[src/rtl/wiper_pkg.sv]
// Shared types and defaults for the serial wiper register bank.
package wiper_pkg;
    // Synchronizer depth on the serial pins (must be at least 2).
    localparam int SYNC_DEPTH = 2;

    // Serial events detected in the system clock domain.
    typedef struct packed {
        logic sclk_rise;
        logic sclk_fall;
        logic cs_rise;
        logic cs_active;
    } ser_evt_t;
endpackage

[src/rtl/serial_frontend.sv]
// Synchronizes sclk, sdi and cs_n into clk and flags their edges.
// Assumes each serial level lasts several clk periods.
module serial_frontend
    import wiper_pkg::*;
#(
    parameter int STAGES = SYNC_DEPTH
) (
    input  logic     clk,
    input  logic     rst_n,
    input  logic     sclk,
    input  logic     sdi,
    input  logic     cs_n,
    output ser_evt_t evt,
    output logic     sdi_s
);
    logic [STAGES-1:0] sclk_q;
    logic [STAGES-1:0] cs_q;
    logic [STAGES-1:0] sdi_q;
    logic              sclk_d;
    logic              cs_d;
    logic              sclk_s;
    logic              cs_s;

    // Synchronizer chains plus one delay stage for edge detection.
    always_ff @(posedge clk) begin
        if (!rst_n) begin
            sclk_q <= '0;
            cs_q   <= '1;
            sdi_q  <= '0;
            sclk_d <= 1'b0;
            cs_d   <= 1'b1;
        end else begin
            sclk_q <= {sclk_q[STAGES-2:0], sclk};
            cs_q   <= {cs_q[STAGES-2:0], cs_n};
            sdi_q  <= {sdi_q[STAGES-2:0], sdi};
            sclk_d <= sclk_q[STAGES-1];
            cs_d   <= cs_q[STAGES-1];
        end
    end

    assign sclk_s = sclk_q[STAGES-1];
    assign cs_s   = cs_q[STAGES-1];
    assign sdi_s  = sdi_q[STAGES-1];

    // Edge strobes, one clk cycle wide.
    always_comb begin
        evt.sclk_rise = sclk_s & ~sclk_d;
        evt.sclk_fall = ~sclk_s & sclk_d;
        evt.cs_rise   = cs_s & ~cs_d;
        evt.cs_active = ~cs_s;
    end
endmodule

[src/rtl/frame_shifter.sv]
// Frame shift register: shifts on sclk rise while selected and
// presents its far end on sdo after each sclk fall.
module frame_shifter #(
    parameter int FRAME_W = 10
) (
    input  logic               clk,
    input  logic               rst_n,
    input  logic               shift_en,
    input  logic               fall_stb,
    input  logic               sdi_s,
    output logic [FRAME_W-1:0] frame,
    output logic               sdo
);
    // Shift new bits in at the LSB; oldest bit ends at the MSB.
    always_ff @(posedge clk) begin
        if (!rst_n)        frame <= '0;
        else if (shift_en) frame <= {frame[FRAME_W-2:0], sdi_s};
    end

    // Serial output updates on the falling serial edge only.
    always_ff @(posedge clk) begin
        if (!rst_n)        sdo <= 1'b0;
        else if (fall_stb) sdo <= frame[FRAME_W-1];
    end
endmodule

[src/rtl/code_bank.sv]
// Holds one wiper code per channel. Reset and preset both load
// midscale; preset wins over a load arriving in the same cycle.
module code_bank #(
    parameter int NUM_CH = 4,
    parameter int CODE_W = 8,
    parameter int ADDR_W = 2
) (
    input  logic                     clk,
    input  logic                     rst_n,
    input  logic                     preset_n,
    input  logic                     load,
    input  logic [ADDR_W-1:0]        addr,
    input  logic [CODE_W-1:0]        data,
    output logic [NUM_CH*CODE_W-1:0] codes
);
    localparam logic [CODE_W-1:0] MID = {1'b1, {(CODE_W-1){1'b0}}};

    // Per-channel update: reset, then preset, then addressed load.
    always_ff @(posedge clk) begin
        for (int ch = 0; ch < NUM_CH; ch++) begin
            if (!rst_n || !preset_n)
                codes[ch*CODE_W +: CODE_W] <= MID;
            else if (load && addr == ADDR_W'(ch))
                codes[ch*CODE_W +: CODE_W] <= data;
        end
    end
endmodule

[src/rtl/serial_wiper_bank.sv]
// Top of the serial wiper register bank: front end, frame register,
// code bank and combinational shutdown switch controls.
module serial_wiper_bank
    import wiper_pkg::*;
#(
    parameter int NUM_CH = 4,
    parameter int CODE_W = 8
) (
    input  logic                     clk,
    input  logic                     rst_n,
    input  logic                     preset_n,
    input  logic                     shdn_n,
    input  logic                     sclk,
    input  logic                     sdi,
    input  logic                     cs_n,
    output logic                     sdo,
    output logic [NUM_CH*CODE_W-1:0] wiper_codes,
    output logic [NUM_CH-1:0]        a_open,
    output logic [NUM_CH-1:0]        wiper_to_b
);
    localparam int ADDR_W  = $clog2(NUM_CH);
    localparam int FRAME_W = ADDR_W + CODE_W;

    ser_evt_t           evt;
    logic               sdi_s;
    logic [FRAME_W-1:0] frame;
    logic               frame_done;
    logic               fall_stb;

    serial_frontend #(.STAGES(SYNC_DEPTH)) u_front (
        .clk   (clk),
        .rst_n (rst_n),
        .sclk  (sclk),
        .sdi   (sdi),
        .cs_n  (cs_n),
        .evt   (evt),
        .sdi_s (sdi_s)
    );

    assign frame_done = evt.cs_rise;
    assign fall_stb   = evt.sclk_fall;

    frame_shifter #(.FRAME_W(FRAME_W)) u_shift (
        .clk      (clk),
        .rst_n    (rst_n),
        .shift_en (evt.sclk_rise & evt.cs_active),
        .fall_stb (fall_stb),
        .sdi_s    (sdi_s),
        .frame    (frame),
        .sdo      (sdo)
    );

    code_bank #(.NUM_CH(NUM_CH), .CODE_W(CODE_W), .ADDR_W(ADDR_W)) u_bank (
        .clk      (clk),
        .rst_n    (rst_n),
        .preset_n (preset_n),
        .load     (frame_done),
        .addr     (frame[FRAME_W-1 -: ADDR_W]),
        .data     (frame[CODE_W-1:0]),
        .codes    (wiper_codes)
    );

    // Shutdown switch controls, one pair per channel, no register.
    for (genvar g = 0; g < NUM_CH; g++) begin : g_sw
        assign a_open[g]     = ~shdn_n;
        assign wiper_to_b[g] = ~shdn_n;
    end
endmodule

[config.mk]
export PLATFORM = sky130hd
export DESIGN_NAME = serial_wiper_bank
export DESIGN_NICKNAME = d
export VERILOG_FILES = /design/src/rtl/wiper_pkg.sv /design/src/rtl/serial_frontend.sv /design/src/rtl/frame_shifter.sv /design/src/rtl/code_bank.sv /design/src/rtl/serial_wiper_bank.sv
export SDC_FILE = /design/constraint.sdc
export NUM_CORES = 1
export LEC_CHECK = 0
export CELL_PAD_IN_SITES_DETAIL_PLACEMENT = 0
export CELL_PAD_IN_SITES_GLOBAL_PLACEMENT = 1
export CORE_MARGIN = 2
export CORE_UTILIZATION = 41
export CTS_CLUSTER_DIAMETER = 80
export DETAILED_ROUTE_END_ITERATION = 8
export DONT_BUFFER_PORTS = 1
export HOLD_SLACK_MARGIN = 0.08
export PLACE_DENSITY_LB_ADDON = 0.1
export SYNTH_ARGS = -nofsm -noshare
export SYNTH_HDL_FRONTEND = slang
export SYNTH_SLANG_ARGS = --single-unit
[constraint.sdc]
create_clock -name clk -period 1.4 [get_ports clk]
set_input_delay 0.07 -clock clk [delete_from_list [all_inputs] [get_ports clk]]
set_output_delay 0.07 -clock clk [all_outputs]
set_load 0.03 [all_outputs]
Word-level counts from Yosys, hierarchy flattened
Cells that the tools add are included.

Register bits after elaboration: 51. Input bits: 7. Logic and storage cells: 31.

Eq/ne operators: 3. Bitwise logic cells: 9. Reduce and logical (&&, ||, !) cells: 8.

Operators with widths (count): 1-bit NOT (5); 1-bit bitwise AND (4); 2-bit == test, second input constant (2); 1-bit logical AND (4); 2-bit by 1-bit == test with 1-bit output, second input constant (1); 1-bit zero test (2); 2-bit zero test (1); 1-bit logical OR (1).

Logic depth before layout (Yosys ltp)
Gate-level depths: netlist (run 1).

Depth in word-level cells: 3. Mapped depth: 5. Depth with buffers taken out: 3.

Cells and area by module
Synthesis (run 1) repeated with hierarchy kept, for this count alone.

Cells, all modules: 185. Area total of the unflattened synthesis: 1988.2 µm².

Modules (own cells, without submodules): code_bank (instances 1, cells an instance 121, area each 1278.7 µm², seq. area each 640.6 µm²); frame_shifter (instances 1, cells an instance 35, area each 414.1 µm², seq. area each 220.2 µm²); serial_frontend (instances 1, cells an instance 20, area each 232.7 µm², seq. area each 160.2 µm²); serial_wiper_bank (instances 1, cells an instance 9, area each 62.6 µm², seq. area each 0.0 µm²).

Worst setup path before layout (run 1)
Ideal clock, no wire load.

Kind: register to register. Start: reg u_shift.frame[9]. End: reg u_bank.codes[5]. Setup time: 0.114 ns. Data arrival time: 1.243 ns. Data required time: 1.286 ns. Slack: 0.043 ns. Cell stages (with the launch flop): 6. Clock period less this slack: 1.357 ns. Path through: dfxtp_1 -> or4b_1 -> buf_6 -> buf_12 -> nand3_2 -> o21ai_2.

Cells in the longest elaborated chain, start to end: 2.

Ends and longest elaborated chain: from (decl) (RTL line frame_shifter.sv:11) `output logic [FRAME_W-1:0] frame,`; from (signal assigned) (RTL line frame_shifter.sv:17) `else if (shift_en) frame <= {frame[FRAME_W-2:0], sdi_s};`; 2-bit zero test (RTL line code_bank.sv:23) `else if (load && addr == ADDR_W'(ch))`; 1-bit logical AND (RTL line code_bank.sv:23); to (signal, indexed assignment) (RTL line code_bank.sv:24) `codes[ch*CODE_W +: CODE_W] <= data;`; to (decl) (RTL line code_bank.sv:14) `output logic [NUM_CH*CODE_W-1:0] codes`.

No other way between the ends. A chain may end at the register's enable or synchronous reset.

Worst setup path after layout (run 1)
Start: reg u_shift.frame[9]. End: reg u_bank.codes[7].

Same word-level chain as after synthesis.

==> results, run 1 <==
- The clock-pin transition on the worst setup and hold timing paths is 0.10 ns.
- The width of the die is 71.55 um.
- The placement-stage worst setup slack is 0.07473 ns.
- During placement, the flow inserted port buffers numbering 0.
- The flip-flop cell with the highest count after synthesis is dfxtp_1.
- The antenna diode count is 0.
- Counting every net in the synthesized netlist gives 213.
- The y dimension of the die is 71.55 um.
- By count the netlist is led by dfxtp_1, nand3_1, o21ai_0.
- The worst hold slack is 0.1781 ns.
- The average instance area after synthesis is 9.080 um^2.
- The clock period minus worst slack is 1.328 ns.
- The global router's overall resource usage is 15.40%.
- The number of ports placed on the die boundary is 48.
- Clock latency on the worst-skew pair, taken at its later pin, is 0.30 ns.
- The most area-hungry cell type in the Yosys netlist is dfxtp_1.
- Once placement finished, the instance area stood at 1968 um^2.
- The worst-case IR drop observed on VDD is 512.5 uV.
- Dividing the final minimum period by the clock period gives 94.84%.
- The critical path in this run is classified as reg -> reg.
- For this design the ratio of total power to cell area is 1142 nW/um^2.
- The data arrival at the endpoint of the critical path is 1.53 ns.
- The total number of yosys warnings is 0.
- The total core area is 4384 um^2.
- The min-delay analysis places its worst path in the category in -> reg.
- The number of enable-type register cells in the synthesized netlist is 0.
- Setup repair after global routing left no endpoint under its margin.
- Counting flops and latches in the post-synthesis netlist gives 51.
- The total overflow reported by the global router is 0.
- The worst setup path is captured at a register.
- Counting the fill cells in the layout gives 429.
- The total negative slack for setup checks is 0 ns.
- The post-layout net count is 220.
- For the worst setup path, the data required time is 1.60 ns.
- The HPWL reported at the end of detailed placement is 2.555 mm.
- The number of max-slew violations in the final report was 0.
- The final design area excluding fillers is 2096 um^2.
- The clock sink count is 51.
- The top cell type's share of synthesized area is 54.58%.
- The setup slack after layout is 0.07224 ns.
- The CTS tree is yes.
- The run finished with clean final reports.
- The worst setup path is launched from a register.
- For this run, design rule violations remaining after detail routing come to 0.
- Yosys instantiated no cell more often than dfxtp_1.
- The first-pass detailed-route iteration total is 4.
- The final number of hold-violating endpoints is 0.
- The routed wire length per instance is 14.09 um.
- Across the whole layout, storage elements account for 1021 um^2.
- In this run the post-CTS setup repair buffer count came out at 0.
- The number of H-tree branching levels is 2.
- The largest fanout of any net on the critical path is 16.
- The count of nets left with antenna violations once routing finished came out at 0.
- The routed design has 3.747 mm of wire.
- Measured against its own limit, the worst slew margin works out to 40.47%.
- The first-iteration detailed-routing DRC count is 138.
- Across all layers, the routed design uses 1379 vias.
- Sequential elements use 54.58% of the synthesized area.
- The initial antenna violation count was 0.
- Relative to the synthesized area, the layout overhead comes to 12.04%.
- The static leakage is 0.7445 nW.
- The full die area is 5119 um^2.
- The number of vias per cell is 5.184.
- The first global-routing pass estimated 6.072 mm of wire.
- The worst clock skew is 0.01299 ns.
- The maximum number of pins on one net before global-route repair is 43.
- Once the floorplan was initialized, standard cells occupied 42.67% of the core.
- Setup violations remaining at the end of the flow were counted as 0.
- The standard-cell row count is 24.
- In this run the deepest clock path goes through 2 buffers.
- The cell area that synthesis handed to floorplanning was 1871 um^2.
- Cells with a size suffix above 1 make up 18.69% of the layout.
- The gate count of the mapped netlist is 206.
- Based on the critical path, the design can be clocked at up to 753.1 MHz.
- The worst-margin pin slew is 0.8930 ns.
- The synthesized netlist contains 27 unique library cells.
- The async set or reset register ratio after synthesis is 0%.
- The number of maximum-capacitance constraint violations is 0.
- By area the synthesized netlist is led by dfxtp_1, nand3_1, o21ai_0.
- The final weighted congestion in routability-driven placement is 0.7044.
- The area taken by multi-input logic gates is 703.2 um^2.
- The root cell of the clock tree is clkbuf_8.
- The number of global-route vias before repair is 1248.
- TritonCTS created 5 clock buffers.
[where the power goes]
part / switching, mW / total [mW] / internal [mW]
Clock: 0.473 / 0.823 / 0.350
Sequential: 0.00438 / 1.46 / 1.46
Combinational: 0.0741 / 0.106 / 0.0321
Total: 0.552 / 2.39 / 1.84
[critical path: stages, from the launching register on]
cell,delay (ns)
dfxtp_1,0.32
or4b_1,0.50
buf_4,0.22
nor3_2,0.14
a21oi_2,0.04
[sequential cells by signal (all words and copies together), names as in the netlist]
| name | count |
|---|---|
| u_front.cs_q | 2 |
| u_front.sdi_q | 2 |
| u_shift.sdo | 1 |
| u_front.sclk_q | 2 |
| u_bank.codes | 32 |
| u_front.cs_d | 1 |
| u_front.sclk_d | 1 |
| u_shift.frame | 10 |
[final cells by class]
class	instances	share of cell area (%)
inverter	1	0.1791
timing repair buffer	24	10.39
clock inverter	2	0.5970
clock buffer	6	3.463
sequential	51	48.72
multi-input combinational	130	33.55
tap	52	3.104
[kinds of logic after synthesis]
family | count (synthesis) | synth area share, %
simple gates | 87 | 24.21
flops | 51 | 54.58
compound gates | 42 | 12.84
buf+inv | 25 | 7.826
mux | 1 | 0.5351
[layer usage]
| metal | wire length [um] | track usage [%] |
|---|---|---|
| met1 | 1694 | 20.27 |
| met2 | 1772 | 23.46 |
| met3 | 263 | 6.188 |
| met4 | 17 | 4.403 |
| met5 | 0 | 0 |
[per-stage QoR]
step	cells	total power, mW	utilization [%]
global placement	254	1.584	44.89
detailed placement	254	1.585	44.89
floorplan	206	1.590	-
global route	266	2.496	47.80
finish	266	2.393	47.80
CTS	266	2.424	47.75
[cells in the final DEF, fill, tap and decap left out, types with 2 or more instances in the layout]
master	instances
nor2_1	4
buf_12	2
nor3_1	3
nand3_1	36
dlygate4sd3_1	3
o21ai_2	7
and2_1	6
dfxtp_1	51
o21ai_0	30
clkbuf_8	5
nand2b_1	4
nand3_2	2
nand2_1	25
a21oi_1	3
buf_4	18
[repair_timing]
action                     in CTS  in global routing
hold endpoints to repair       19                  0
gates resized for setup         0                  1
setup endpoints to repair       0                  1
hold buffers                    4                  0
[path summary, 6_finish.rpt]
| check | slack (ns) | cells after the start | startpoint | to |
|---|---|---|---|---|
| max | 0.07 | 4 | u_shift.frame[9] | u_bank.codes[7] |
| min | 0.18 | 3 | rst_n | u_bank.codes[15] |
| max reg2reg | 0.07 | 4 | u_shift.frame[9] | u_bank.codes[7] |
| min reg2reg | 0.43 | 1 | u_front.cs_q[0] | u_front.cs_q[1] |
Note: power is estimated with default switching activity, not from simulation.
==> inputs of run 2 (changes only) <==
Settings changed: CORE_UTILIZATION 41 to 45, PLACE_DENSITY set to 0.75, PLACE_DENSITY_LB_ADDON 0.1 to not set, SLEW_MARGIN set to 20.
Clock period 1.4 ns to 1.65 ns, I/O delays scaled along.
==> run 2 against run 1 <==
Effect of this change: register-to-register slack improved by 0.18 ns; die area fell by 8.4%; critical path depth did not move; core utilization rose by 2.7 points; wire length fell by 8.1%; sequential share of layout area rose by 1.9 points; critical path type unchanged; maximum frequency fell by 5.0%; global-route usage rose by 1.5 points; clock power rose by 5.6%.
==> results, run 2 (same netlist as run 1, synthesis figures left out) <==
- The kind of cell with the highest combined delay on the critical path is simple AND/OR/NAND/NOR gates.
- The H-tree was split into 2 levels.
- The post-route fraction of the period consumed by the critical path is 84.68%.
- After layout, the worst setup slack is 0.2527 ns.
- The fmax is 715.7 MHz.
- The clock-pin transition on the worst setup and hold timing paths is 0.09 ns.
- The wire length of the first global-routing pass is 5.871 mm.
- The final core utilization is 50.45%.
- The count of input and output buffers is 0.
- The worst slew margin relative to its limit is 40.96%.
- The largest registers in the layout are u_bank.codes (32), u_shift.frame (10).
- The post-layout net count is 208.
- The category of the critical setup timing path is reg -> reg.
- The element type at the critical path start is a register.
- The most common cell after layout, fill and taps aside is dfxtp_1.
- The worst path required time is 1.84 ns.
- The post-CTS repair timing setup buffer count is 0.
- In the global route stage, met1 resource usage came out at 20.73%.
- Total power for the finished layout comes to 2.197 mW.
- In this run the static leakage power is 0.6818 nW.
- Setup repair after global routing left no endpoint under its margin.
- The width of the die is 68.47 um.
- On the worst path, the slowest cell contributes a delay of 0.52 ns.
- The hold buffer count at cts is 4.
- The maximum number of pins on one net before global-route repair is 30.
- The synthesis-to-layout area growth is 7.893%.
- The library cells used most frequently in the layout, excluding fill and tap cells, are dfxtp_1, nand3_1, o21ai_0.
- The final wirelength is 3.444 mm.
- The first-pass detailed-route iteration total is 4.
- The smallest clock period supported by the final layout is computed as 1.397 ns.
- In this run the worst hold path is classified as in -> reg.
- The run finished with clean final reports.
- Clock tree synthesis selected as its root buffer the cell clkbuf_8.
- Cells with a size suffix above 1 make up 14.36% of the layout.
- The most used routing layer in global routing is met2.
- Among all stages on the critical path, the largest delay is contributed by or4b_1.
- The met2 layer usage reported by global route is 25.72%.
- u_bank.codes holds more flip-flops than any other register.
- In the routed design, unresolved DRC markers number 0.
- Pin placement for this block handled 48 I/O pins.
- The starting density of the core is 46.76%.
- The core region is 4000 um^2.
- The final weighted congestion in routability-driven placement is 0.7229.
- The y dimension of the die is 68.47 um.
- After the first detailed-routing iteration, the DRC count stood at 70.
- Once detail routing completed, the nets flagged for antenna violations numbered 0.
- Global routing used 6.414% of the available met3 tracks.
- In this run, CTS created clock tree buffers numbering 5.
- The clock passes through at most 2 buffers.
- The filler cell count is 370.
- The final number of hold-violating endpoints is 0.
- The worst-margin pin slew is 0.8827 ns.
- The number of max-slew violations in the final report was 0.
- The initial antenna violation count came to 0.
- Detailed routing inserted a total of 1340 vias.
- The count of buffering cells on the critical path with inverters included is 1.
- The count of instances resized after the clock tree is built is 0.
- In the final routed layout, each cell accounts on average for 13.67 um.
- The power per standard cell area is 1089 nW/um^2.
- The largest fanout of any net on the critical path is 16.
- The number of maximum-capacitance constraint violations is 0.
- The worst clock skew is 0.01517 ns.
- The number of global-route vias before repair is 1297.
- Global routing consumed, over all layers together, 16.91% of the routing resources.
- The total negative slack for setup checks is 0 ns.
- The worst-case IR drop observed on VDD is 496.0 uV.
- The HPWL reported at the end of detailed placement is 2.446 mm.
- The antenna diode count is 0.
- The latest clock arrival within the worst-skew pair is 0.31 ns.
- The clock sink count is 51.
- The nature of the critical path endpoint is a register.
- The register with the most flip-flops in the layout has 32 of them.
- The signal on the critical path passes through or4b_1, buf_4, nor3_2, a21oi_2.
- STA puts the critical path data arrival time at 1.59 ns.
- The standard-cell row count is 23.
- Setup violations remaining at the end of the flow were counted as 0.
- The full die area is 4688 um^2.
- Summed over all layers, the global routing overflow is 0.
- TritonCTS built the clock tree.
- The number of vias per cell is 5.317.
- The placement-stage worst setup slack is 0.2793 ns.
[run 2: worst min-delay path: cells and delay by family]
kind             cells  cell delay, ns
AND/OR/NAND/NOR      2            0.30
AO/OA/AOI/OAI        1            0.07
[run 2: path summary, 6_finish.rpt]
kind / endpoint / startpoint / depth (start not counted) / slack [ns]
min: u_bank.codes[23] / rst_n / 3 / 0.20
max: u_bank.codes[7] / u_shift.frame[9] / 4 / 0.25
max reg2reg: u_bank.codes[7] / u_shift.frame[9] / 4 / 0.25
min reg2reg: u_front.cs_q[1] / u_front.cs_q[0] / 1 / 0.41
[run 2: report_power, final]
| group | total, mW | internal, mW | switching (mW) | leakage [nW] |
|---|---|---|---|---|
| combinational | 0.0854 | 0.0255 | 0.0599 | 0.215 |
| sequential | 1.24 | 1.24 | 0.00435 | 0.412 |
| clock | 0.869 | 0.457 | 0.413 | 0.0548 |
[run 2: layout make-up]
class | count | area (um^2) | share of cell area (%)
flip-flops and latches | 51 | 1021 | 50.59
multi-input cells | 130 | 703.2 | 34.84
repair buffers | 12 | 112.6 | 5.580
clock buffers | 5 | 68.82 | 3.410
well taps | 50 | 62.56 | 3.100
clock inverters | 3 | 46.29 | 2.294
inverters | 1 | 3.754 | 0.1860
[run 2: through the flow]
step                std cells  area, um^2  hold WS, ns
global route              252        2018       0.2502
detailed placement        240        1863       0.1644
floorplan                 206        1871       0.1840
global placement          240        1863       0.1581
CTS                       252        2018       0.1819
finish                    252        2018       0.1973
[run 2: per-layer routing]
layer	vias up	part of all wire, %
met4	0	2.6
met3	9	8.0
met2	42	43
met5	-	0
li1	686	-
met1	603	46
==> inputs of run 3 (changes only) <==
Clock period 1.65 ns to 1.3 ns, I/O delays scaled along.
==> run 3 against run 2 <==
Effect of this change: the flow now finishes with violations (negative hold slack, negative setup slack); critical path depth is the same; cell count grew 17%; clock skew shrank 0.013 ns; non-clock buffer count grew 44; worst hold slack lost 0.34 ns; die area is the same; clock-buffer cell count grew 1; via count grew 13%; power grew 28%; cell area grew 19%; core utilization grew 9.7 points.
==> results, run 3 (same netlist as run 1, synthesis figures left out) <==
- The flow ran to the end, but the final reports show violations.
- The checks that failed: negative hold slack, negative setup slack.
- During I/O placement, the number of pins put on the boundary was 48.
- Total power for the finished layout comes to 2.816 mW.
- Entering global routing, the biggest net connects 21 pins.
- Net switching is 20.48% of the power.
- The antenna diode count is 0.
- The CTS tree is yes.
- The clock period minus worst slack is 1.311 ns.
- The power per standard cell area is 1171 nW/um^2.
- The area growth from synthesis to layout is 28.56%.
- The worst hold slack is -0.1392 ns.
- The width of the die is 68.47 um.
- The number of H-tree branching levels is 2.
- The clock sink count is 51.
- At the worst endpoint, the arrival time is 1.51 ns.
- In the global route stage, overall resource usage came out at 18.62%.
- The first element of the critical path is u_front.cs_d.
- The library cell used most frequently in the layout, excluding fill and tap cells, is dfxtp_1.
- Before CTS, the worst setup slack after placement is -0.02090 ns.
- The worst path required time is 1.50 ns.
- The fraction of final layout cells with drive strength greater than 1 is 29.27%.
- The via count is 1520.
- The latest clock arrival within the worst-skew pair is 0.30 ns.
- In the layout the commonest cells are dfxtp_1, buf_4, nand3_1.
- Setup repair after global routing could not meet its margin everywhere.
- The static leakage is 0.9195 nW.
- At the end of the flow, the number of nets in the layout was 252.
- The number of global-route vias before repair was 1456.
- The total overflow reported by the global router is 0.
- The final wirelength is 3.928 mm.
- The total negative slack for setup checks is -0.01133 ns.
- The clock share of power is 39.7%.
- The final number of hold-violating endpoints is 2.
- The root buffer cell chosen for the clock tree is clkbuf_8.
- The floorplan step defined a die boundary enclosing 4688 um^2.
- Across the run, the number of max-cap violations was 0.
- Headroom to the max-slew limit came out at 61.76%.
- STA classifies the critical path startpoint as a register.
- The worst setup path is captured at a register.
- The fmax is 762.6 MHz.
- The first-iteration detailed-routing DRC count is 73.
- The number of max-slew violations in the final report is 0.
- The post-route fraction of the period consumed by the critical path is 100.9%.
- After floorplanning, the core was divided into 23 placement rows.
- The maximum number of buffers from clock root to sink is 2.
- Ranked by flip-flop count, first place goes to u_bank.codes.
- After detailed routing, the number of vias per cell comes to 5.135.
- The capture point of the worst reg-to-reg path is u_bank.codes[7].
- The starting density of the core is 46.76%.
- The first-pass detailed-route iteration total is 4.
- The routed wire length per instance is 13.27 um.
- The reg2reg setup slack is -0.01 ns.
- The net switching power is 0.5768 mW.
- The peak supply drop is 535.1 uV.
- Of the total power, registers draw 55.9%.
- The critical register-to-register path startpoint is u_front.cs_d.
- The classification of the worst-slack hold path is in -> reg.
- The initial antenna violation count was 0.
- The register with the most flip-flops in the layout has 32 of them.
- The count of input and output buffers is 0.
- The largest fanout of any net on the critical path is 16.
- The congestion estimate from routability-driven global placement came to 0.7520.
- The number of nets with antenna violations after routing is 0.
- The number of setup violations in the final report is 1.
- Once the clock tree was built, the setup fixing pass inserted 0 buffers.
- In this run the vertical extent of the chip is 68.47 um.
- For this design, the CTS-stage hold fixing added 13 buffers.
- The worst setup path is of the reg -> reg kind.
- The worst-margin pin slew is 0.5717 ns.
- The clock-pin transition on the worst setup and hold timing paths is 0.08 ns.
- The wire length of the first global-routing pass is 6.437 mm.
- In the final layout, the registers with the most flip-flops are u_bank.codes (32), u_shift.frame (10).
- Clock tree synthesis inserted a total of 5 buffers.
- The number of cells on the worst reg-to-reg path is 4.
- The capturing element of the worst setup path is u_bank.codes[7].
- The number of remaining DRC errors is 0.
- Summed over all nets, the half-perimeter wirelength after detailed placement is 2.657 mm.
- The share of total power in combinational logic is 4.4%.
- The total internal power is 2.239 mW.
- The setup slack after layout is -0.01133 ns.
- The worst clock skew is 0.002620 ns.
- The total core area is 4000 um^2.
- The final core utilization is 60.12%.
## run 3: cell count changes in the layout (fill, tap and decap cells not counted), moves of 2 or more
cell,before,now
o21ai_0,30,28
buf_4,7,43
dfxtp_1,51,47
dlygate4sd3_1,4,11
dfxtp_2,0,4
o21ai_1,1,3
## run 3: area by class of cell
cell class / count / area, um^2
inverter: 1 / 3.754
fill: 342 / 1595
multi-input combinational: 130 / 721.9
tap: 50 / 62.56
clock inverter: 2 / 35.03
timing repair buffer: 56 / 473.0
sequential: 51 / 1026
clock buffer: 6 / 82.58
## run 3: timing repair
item,CTS,global route
hold endpoints to repair,19,2
resized for setup,1,11
pin swaps,0,1
endpoints found under the setup margin,6,18
## run 3: routing by layer
metal	GRT usage [%]	share of wire, %
met2	29.57	47
met3	3.618	5.3
met4	11.25	1.9
met1	23.18	45
met5	0	0
## run 3: through the flow
| step | instances | instance area [um^2] |
|---|---|---|
| floorplan | 206 | 1872 |
| detailed placement | 277 | 2142 |
| global route | 296 | 2405 |
| finish | 296 | 2405 |
| CTS | 298 | 2394 |
| global placement | 277 | 2142 |
## run 3: worst min path at each step
stage           from               end  slack (ns)  depth (start not counted)
3_3_place_gp   rst_n      u_front.cs_d        0.14                          1
3_5_place_dp   rst_n   u_front.cs_q[0]        0.15                          1
5_1_grt        rst_n      u_front.cs_d       -0.13                          1
6_report       rst_n      u_front.cs_d       -0.14                          1
4_1_cts        rst_n  u_bank.codes[31]        0.16                          3
2_1_floorplan   cs_n   u_front.cs_q[0]        0.17                          1
## run 3: critical path, cell delays in order, from the launching register on
cell     delay (ns)
dfxtp_2        0.33
or4b_4         0.54
buf_12         0.17
nor3_4         0.12
a21oi_2        0.04
## run 3: power groups by stage
| stage | combinational, mW | sequential (mW) | clock, mW |
|---|---|---|---|
| after floorplan | 0.100 | 1.61 | 0 |
| after global placement | 0.0950 | 1.61 | 0 |
| after detailed placement | 0.0968 | 1.61 | 0 |
| after CTS | 0.121 | 1.57 | 1.15 |
| after global routing | 0.135 | 1.58 | 1.21 |
| final | 0.124 | 1.57 | 1.12 |
